### src/rtl/bsq_pkg.sv
package bsq_pkg;
  typedef enum logic {
    PH_GAP  = 1'b0,
    PH_XFER = 1'b1
  } phase_e;
endpackage

### src/rtl/bsq_decode.sv
module bsq_decode #(
  parameter int AW  = 13,
  parameter int FAW = 4,
  parameter int ARW = 6,
  parameter int W   = ARW + AW + FAW + 4
) (
  input  logic [W-1:0]   xw,
  input  logic           active,
  output logic [AW-1:0]  mem_addr,
  output logic           mem_re,
  output logic           mem_we,
  output logic [FAW-1:0] fast_addr,
  output logic           fast_re,
  output logic           fast_we,
  output logic           link_store,
  output logic           mem_to_arith,
  output logic           fast_to_arith,
  output logic           from_cnt,
  output logic           use_index,
  output logic [ARW-1:0] arith_op
);
  localparam int EB = AW + FAW;
  localparam int DB = EB + 1;
  localparam int KB = EB + 2;
  localparam int AB = EB + 3;
  localparam int OB = EB + 4;

  logic bit_a, bit_k, bit_d, bit_e;

  always_comb begin
    bit_a = xw[AB];
    bit_k = xw[KB];
    bit_d = xw[DB];
    bit_e = xw[EB];
    mem_addr      = xw[AW-1:0];
    fast_addr     = xw[EB-1:AW];
    arith_op      = xw[W-1:OB];
    mem_we        = active & bit_a & bit_d;
    mem_re        = active & ~(bit_a & bit_d);
    fast_we       = active & bit_e;
    fast_re       = active & ~bit_e;
    link_store    = active & bit_k & bit_e;
    mem_to_arith  = active & bit_a;
    fast_to_arith = active & ~bit_k & ~bit_e;
    from_cnt      = bit_a;
    use_index     = bit_k & ~bit_e;
  end
endmodule

### src/rtl/bsq_nextword.sv
module bsq_nextword #(
  parameter int W = 27
) (
  input  logic         from_cnt,
  input  logic         use_index,
  input  logic [W-1:0] mem_word,
  input  logic [W-1:0] cnt_word,
  input  logic [W-1:0] fast_word,
  output logic [W-1:0] next_word
);
  logic [W-1:0] base_word;
  logic [W-1:0] addend;

  always_comb begin
    base_word = from_cnt ? cnt_word : mem_word;
    addend    = use_index ? fast_word : '0;
    next_word = base_word + addend;
  end
endmodule

### src/rtl/bsq_counter.sv
module bsq_counter #(
  parameter int AW = 13,
  parameter int W  = 27
) (
  input  logic         clk,
  input  logic         rst_n,
  input  logic         load,
  input  logic [W-1:0] src,
  output logic [W-1:0] cnt
);
  localparam logic [AW-1:0] STRIDE = AW'(2);

  logic [W-1:0] cnt_d;
  logic [W-1:0] cnt_q;

  always_comb begin
    cnt_d = cnt_q;
    if (load) cnt_d = {src[W-1:AW], src[AW-1:0] + STRIDE};
  end

  always_ff @(posedge clk or negedge rst_n) begin
    if (!rst_n) cnt_q <= '0;
    else        cnt_q <= cnt_d;
  end

  assign cnt = cnt_q;


  cnt_stride_chk: assert property (@(posedge clk) disable iff (!rst_n)
    load |=> (cnt[AW-1:0] == $past(src[AW-1:0]) + STRIDE) &&
             (cnt[W-1:AW] == $past(src[W-1:AW])));
endmodule

### src/rtl/bitsteer_sequencer.sv
module bitsteer_sequencer
  import bsq_pkg::*;
#(
  parameter int AW  = 13,
  parameter int FAW = 4,
  parameter int ARW = 6
) (
  input  logic                         clk,
  input  logic                         rst_n,
  input  logic                         step,
  input  logic [ARW+AW+FAW+3:0]        mem_rdata,
  input  logic [ARW+AW+FAW+3:0]        fast_rdata,
  output logic [AW-1:0]                mem_addr,
  output logic                         mem_re,
  output logic                         mem_we,
  output logic [FAW-1:0]               fast_addr,
  output logic                         fast_re,
  output logic                         fast_we,
  output logic                         link_store,
  output logic [ARW+AW+FAW+3:0]        link_data,
  output logic                         mem_to_arith,
  output logic                         fast_to_arith,
  output logic [ARW-1:0]               arith_op,
  output logic [ARW+AW+FAW+3:0]        instr_word
);
  localparam int W  = ARW + AW + FAW + 4;
  localparam int EB = AW + FAW;
  localparam int KB = EB + 2;
  localparam int AB = EB + 3;
  localparam int OB = EB + 4;

  logic [1:0]   rst_sync;
  logic         rst_q;
  phase_e       phase_q, phase_d;
  logic [W-1:0] ir_q, ir_d;
  logic [W-1:0] xr_q, xr_d;
  logic [W-1:0] next_word;
  logic [W-1:0] cnt_word;
  logic         active;
  logic         cnt_load;
  logic         from_cnt;
  logic         use_index;

  always_ff @(posedge clk or negedge rst_n) begin
    if (!rst_n) rst_sync <= 2'b00;
    else        rst_sync <= {rst_sync[0], 1'b1};
  end
  assign rst_q = rst_sync[1];

  assign active   = step & (phase_q == PH_XFER);
  assign cnt_load = step & (phase_q == PH_GAP);

  bsq_decode #(.AW(AW), .FAW(FAW), .ARW(ARW), .W(W)) u_decode (
    .xw            (xr_q),
    .active        (active),
    .mem_addr      (mem_addr),
    .mem_re        (mem_re),
    .mem_we        (mem_we),
    .fast_addr     (fast_addr),
    .fast_re       (fast_re),
    .fast_we       (fast_we),
    .link_store    (link_store),
    .mem_to_arith  (mem_to_arith),
    .fast_to_arith (fast_to_arith),
    .from_cnt      (from_cnt),
    .use_index     (use_index),
    .arith_op      (arith_op)
  );

  bsq_nextword #(.W(W)) u_next (
    .from_cnt  (from_cnt),
    .use_index (use_index),
    .mem_word  (mem_rdata),
    .cnt_word  (cnt_word),
    .fast_word (fast_rdata),
    .next_word (next_word)
  );

  bsq_counter #(.AW(AW), .W(W)) u_cnt (
    .clk   (clk),
    .rst_n (rst_q),
    .load  (cnt_load),
    .src   (ir_q),
    .cnt   (cnt_word)
  );

  always_comb begin
    phase_d = phase_q;
    ir_d    = ir_q;
    xr_d    = xr_q;
    if (step) begin
      if (phase_q == PH_XFER) begin
        ir_d    = next_word;
        phase_d = PH_GAP;
      end else begin
        xr_d    = ir_q;
        phase_d = PH_XFER;
      end
    end
  end

  always_ff @(posedge clk or negedge rst_q) begin
    if (!rst_q) begin
      phase_q <= PH_GAP;
      ir_q    <= '0;
      xr_q    <= '0;
    end else begin
      phase_q <= phase_d;
      ir_q    <= ir_d;
      xr_q    <= xr_d;
    end
  end

  assign instr_word = ir_q;
  assign link_data  = cnt_word;


  xfer_then_gap_chk: assert property (@(posedge clk) disable iff (!rst_q)
    (step && (mem_re || mem_we)) |=> !(mem_re || mem_we));


  exec_copy_chk: assert property (@(posedge clk) disable iff (!rst_q)
    (step && phase_q == PH_GAP) |=>
      (arith_op == $past(instr_word[W-1:OB])) && (mem_addr == $past(instr_word[AW-1:0])));


  counter_feed_chk: assert property (@(posedge clk) disable iff (!rst_q)
    (active && xr_q[AB] && !(xr_q[KB] && !xr_q[EB])) |=> instr_word == $past(link_data));


  mem_feed_chk: assert property (@(posedge clk) disable iff (!rst_q)
    (active && !xr_q[AB] && !(xr_q[KB] && !xr_q[EB])) |=> instr_word == $past(mem_rdata));
endmodule

### config.mk
export PLATFORM = sky130hd
export DESIGN_NAME = bitsteer_sequencer
export DESIGN_NICKNAME = d
export VERILOG_FILES = /design/src/rtl/bsq_pkg.sv /design/src/rtl/bsq_decode.sv /design/src/rtl/bsq_nextword.sv /design/src/rtl/bsq_counter.sv /design/src/rtl/bitsteer_sequencer.sv
export SDC_FILE = /design/constraint.sdc
export NUM_CORES = 1
export LEC_CHECK = 0
export ABC_AREA = 1
export BUFFER_PORTS_ARGS = -buffer_cell sky130_fd_sc_hd__buf_2
export CORE_MARGIN = 2
export CORE_UTILIZATION = 58
export DETAILED_ROUTE_END_ITERATION = 10
export GPL_TIMING_DRIVEN = 0
export PLACE_DENSITY_LB_ADDON = 0.2
export SLEW_MARGIN = 25
export SYNTH_ARGS = -nofsm -noshare
export SYNTH_HDL_FRONTEND = slang
export SYNTH_SLANG_ARGS = --single-unit
### constraint.sdc
create_clock -name clk -period 4 [get_ports clk]
set_input_delay 0.2 -clock clk [delete_from_list [all_inputs] [get_ports clk]]
set_output_delay 0.2 -clock clk [all_outputs]
set_load 0.02 [all_outputs]
=== Yosys cells after proc, flatten, opt, wreduce, memory -nomap -nowiden ===
Index checks and enable logic that the tools add are counted.

* Register bits after elaboration: 84
* Output and inout port bits: 84
* Logic and storage cells: 29

* Add/subtract/negate cells: 2
* Mux-type cells: 3
* Bitwise operators: 17
* Reductions and logical operators: 2

{| class="wikitable"
|+ Operators with widths
! operator !! count
|-
| $mux 27 || 2
|-
| $add 27x27->27 || 1
|-
| $add 13x2->13 const B || 1
|-
| $and 1x1->1 || 13
|-
| $not 1->1 || 4
|-
| $reduce_and 2->1 || 2
|-
| $mux 1 || 1
|}

=== Longest topological paths before layout ===
* Depth after elaboration: 4
* Mapped depth: 20
* Gate-level depth less buffers: 17

=== Cells and area by module ===
Synthesis repeated with hierarchy kept, for this count alone.

* Cell total of the unflattened synthesis: 929
* Area, all modules: 6307.3 um2

{| class="wikitable"
|+ Modules (own cells, without submodules)
! module !! instances !! cells an instance !! area an instance (um2)
|-
| bsq_nextword || 1 || 489 || 2546.2
|-
| bitsteer_sequencer || 1 || 241 || 2260.9
|-
| bsq_counter || 1 || 161 || 1266.2
|-
| bsq_decode || 1 || 38 || 234.0
|}

=== Worst setup path before layout ===
OpenSTA, ideal clock, no wires.

* Path kind: register to register
* Start point: register xr_q[20]
* End point: register ir_q[16] (netlist: instr_word[16])
* Arrival time: 2.392 ns
* Slack: 1.490 ns
* Stages on the path, launching flop included: 20
* Cells stage by stage: dfrtp_1 -> buf_2 -> inv_1 -> clkbuf_1 -> buf_2 -> nand2_1 -> nand2_1 -> ha_1 -> inv_1 -> fa_1 -> inv_1 -> nand3_1 -> nand3_2 -> nand2_1 -> nand2_2 -> inv_1 -> nor2_2 -> o21ai_0 -> nand3_1 -> nand2_1

* Word-level cells in the longest chain between the ends: 2

{| class="wikitable"
|+ Ends and longest elaborated chain
! item !! RTL line !! source
|-
| start, declared || bitsteer_sequencer.sv:36 || <nowiki>logic [W-1:0] xr_q, xr_d;</nowiki>
|-
| start signal, assigned || bitsteer_sequencer.sv:110 || <nowiki>xr_q <= xr_d;</nowiki>
|-
| $mux 27 || bsq_nextword.sv:15 || <nowiki>base_word = from_cnt ? cnt_word : mem_word;</nowiki>
|-
| $add 27x27->27 || bsq_nextword.sv:17 || <nowiki>next_word = base_word + addend;</nowiki>
|-
| end signal, assigned || bitsteer_sequencer.sv:109 || <nowiki>ir_q <= ir_d;</nowiki>
|-
| end, declared || bitsteer_sequencer.sv:35 || <nowiki>logic [W-1:0] ir_q, ir_d;</nowiki>
|}

No other way between the ends.
A chain may end at the register's enable or synchronous reset.

=== Worst setup path after layout ===
* Start point: register xr_q[17]
* End point: register ir_q[24] (netlist: instr_word[24])

* Word-level cells in the longest chain between the ends: 4

{| class="wikitable"
|+ Ends and longest elaborated chain
! item !! RTL line !! source
|-
| $not 1->1 || bsq_decode.sv:46 || <nowiki>use_index = bit_k & ~bit_e;</nowiki>
|-
| $and 1x1->1 || bsq_decode.sv:46 ||
|-
| $mux 27 || bsq_nextword.sv:16 || <nowiki>addend = use_index ? fast_word : '0;</nowiki>
|-
| $add 27x27->27 || bsq_nextword.sv:17 ||
|}

No other way between the ends.

==> results.ini <==
[cells_and_area]
fin_area_sq_um = 6490
drive_gt1_frac = 0.195
fillers = 853
diodes = 0
layoutNonFillerInstCount = 1139
area_growth_pct = 20.9
nNetsFinal = 1108

[outcome]
status = finished clean

[sta]
tightest_slew_ns = 0.680
maxSlewViolCount = 0
min_period_over_period = 0.844
fin_ws_ns = 0.626
max_freq_ghz = 0.296
hold_viol = 0
slew_headroom = 0.546
tns_ns = 0
hold-worst-slack_ns = 0.120
finalClockSkew_ns = 0.0161
grt_setup_unrepaired = no
finalSetupViolCount = 0
post-route-min-period_ns = 3.37

[setup_path]
timing_worst_setup_path_type = reg -> reg
critical_path.max_fanout = 10
critPathLaunchType = register
worstPathArrival_ns = 3.61
end_kind = register
crit_required_ns = 4.23

[detailed_routing]
num_vias = 5936
firstDrtPassIters = 5
drtAntennaViolNets = 0
drt_iter0_drc = 472
wl_per_cell_um = 14.3
routed_wl_um = 16300
post_drt_via_cell_ratio = 5.21
drcViolationCount = 0

[clocking]
ctsLongestPathBuffers = 2
clk_latency_ns = 0.35
cts_tree = done
cts-root-buf = clkbuf_8
numCtsBuffers = 9
cts_setup_buffers = 0
clkTransAtPathRegs_ns = 0.07
cts_max_level = 3
cts.sinks = 69

[synthesis]
synth_nets = 955
avgSynthCellArea_sq_um = 6.17
synth_seq_area_share = 0.322
yosysWarningCount = 0
synthDistinctLibCells = 32
synth_area_sq_um = 5370
postSynthCellCount = 870
synth-seq-cells = 69

[global_route]
grt_max_degree = 51
first_global_vias = 5193
antenna_found_initial = 0
grt_pass1_wl_um = 25600
grt-ovfl-total = 0
grt_use_total = 0.329

[power]
p_sw_mw = 2.52
power_frac_comb = 0.587
leakagePower_nw = 4.02
irDropWorstVdd_uv = 276
p_int_mw = 2.38
seqPwrFrac = 0.269
p_sw_frac = 0.514
power-per-cell-area_nw_per_um2 = 756
clkPwrFrac = 0.144

[floorplan]
start_util = 0.589
die_area_sq_um = 10000
core_sq_um = 9110
fp-row-count = 35
dieHeight_um = 100
die_w_um = 100
io_pins = 141

[placement]
place_congestion = 0.955
dp_hpwl_um = 13000
port_buffers = 140
dp_cells = 1122
place_area_sq_um = 6240
dp_slack_ns = 0.784

[run]
cap_violations = 0

[min_path]
holdCritPathClass = in -> reg

-- stage by stage --
| stage | util | power, mW |
|---|---|---|
| floorplan | - | 3.23 |
| global placement | 0.681 | 4.10 |
| detailed placement | 0.685 | 4.15 |
| CTS | 0.712 | 4.86 |
| global route | 0.712 | 5.28 |
| finish | 0.712 | 4.90 |
-- per-layer routing --
metal  routed length [um]  part of all wire  vias up  track usage
met1                 7260              0.45     2693        0.475
met2                 7310              0.45      266        0.513
met5                    0                 0        -            0
met3                 1320             0.081       39       0.0453
met4                  374             0.023        0        0.107
li1                     -                 -     2938            -
-- worst max-delay path: stages (launching register included) --
cell and delay [ns]:
dfrtp_1 0.41, inv_1 0.20, nand2_1 0.31, clkbuf_1 0.41
nor2_1 0.21, ha_1 0.27, inv_1 0.08, fa_1 0.37
inv_1 0.15, nand3_1 0.10, nand3_2 0.13, nand2_1 0.08
nand2_2 0.10, nand2_1 0.11, nand3_1 0.11, nand2_1 0.05
nand3_1 0.10, nand2_1 0.06
-- logic make-up after synthesis --
family	count (synthesis)	share of synthesized area
XOR/XNOR	8	0.0131
buffers and inverters	184	0.139
AND/OR/NAND/NOR	503	0.384
AO/OA/AOI/OAI	77	0.0748
adder cells (fa/ha/maj)	28	0.0667
flip-flops	69	0.322
other	1	0.000699
-- cell type report --
| cell class | instances | area [sq um] | area share |
|---|---|---|---|
| plain buffers | 34 | 184 | 0.0284 |
| clock buffers | 10 | 128 | 0.0197 |
| clock inverters | 6 | 113 | 0.0174 |
| inverters | 150 | 563 | 0.0868 |
| multi-input cells | 617 | 2890 | 0.446 |
| flip-flops and latches | 69 | 1730 | 0.267 |
| well taps | 111 | 139 | 0.0214 |
| repair buffers | 142 | 738 | 0.114 |
-- synthesized netlist by cell type --
library cell,count,area (sq um)
nand2_1,356,1340
nand3_1,41,205
o21ai_0,45,225
or2_0,1,6.26
a21oi_1,20,100
a21o_1,1,7.51
o21bai_1,2,15.0
o21ai_1,4,20.0
nor2_2,6,37.5
buf_1,1,3.75
or2_2,1,6.26
buf_2,9,45.0
conb_1,1,3.75
or2_1,4,25.0
nor2_1,66,248
dfrtp_1,69,1730
a21oi_2,1,8.76
nand3_2,3,30.0
nand2_2,7,43.8
clkbuf_1,12,45.0
inv_1,150,563
and2_1,2,12.5
o22ai_1,2,12.5
and2_2,2,15.0
buf_4,12,90.1
a31oi_1,2,12.5
nand4_1,9,56.3
xnor2_1,8,70.1
fa_1,1,20.0
nor3_1,3,15.0
ha_1,27,338
nor2_4,2,22.5
-- power by group through the flow --
stage | logic (mW) | clock network (mW) | registers (mW)
2_1_floorplan | 1.61 | 0 | 1.62
3_3_place_gp | 2.78 | 0 | 1.32
3_5_place_dp | 2.84 | 0 | 1.31
4_1_cts | 2.85 | 0.701 | 1.31
5_1_grt | 3.18 | 0.734 | 1.36
6_report | 2.88 | 0.706 | 1.32
-- sequential cells by signal, indices dropped and copies added (netlist names) --
signal,cells
u_cnt.cnt,12
instr_word,27
phase_q,1
xr_q,27
rst_sync,2
-- worst paths after layout --
path	start	to	slack, ns	cells after the start
worst max register to register	xr_q[17]	instr_word[24]	0.63	17
max in group asynchronous	rst_sync[1]	xr_q[4]	3.25	1
worst min register to register	rst_sync[1]	instr_word[20]	0.21	0
worst min-delay path	step	phase_q	0.12	4
worst max-delay path	xr_q[17]	instr_word[24]	0.63	17
min in group asynchronous	rst_n	rst_sync[1]	0.16	2
-- placed cells by master (no fill, tap or decap), types with 3 or more instances in the layout --
cell       synthesis  layout
nand2_1          356     356
inv_1            150     150
buf_2              9     149
dfrtp_1           69      68
nor2_1            66      66
o21ai_0           45      45
nand3_1           41      41
ha_1              27      27
a21oi_1           20      20
clkbuf_1          12      13
buf_4             12      12
nand4_1            9       9
clkbuf_8           0       9
xnor2_1            8       8
nand2_2            7       7
nor2_2             6       6
or2_1              4       4
o21ai_1            4       4
nor3_1             3       3
nand3_2            3       3
bufinv_16          0       3
-- repair_timing --
item                                   in CTS  in global routing
gates resized for setup                     0                  0
endpoints found under the hold margin       2                  0
hold buffers                                1                  0
Note: power is estimated with default switching activity, not from simulation.
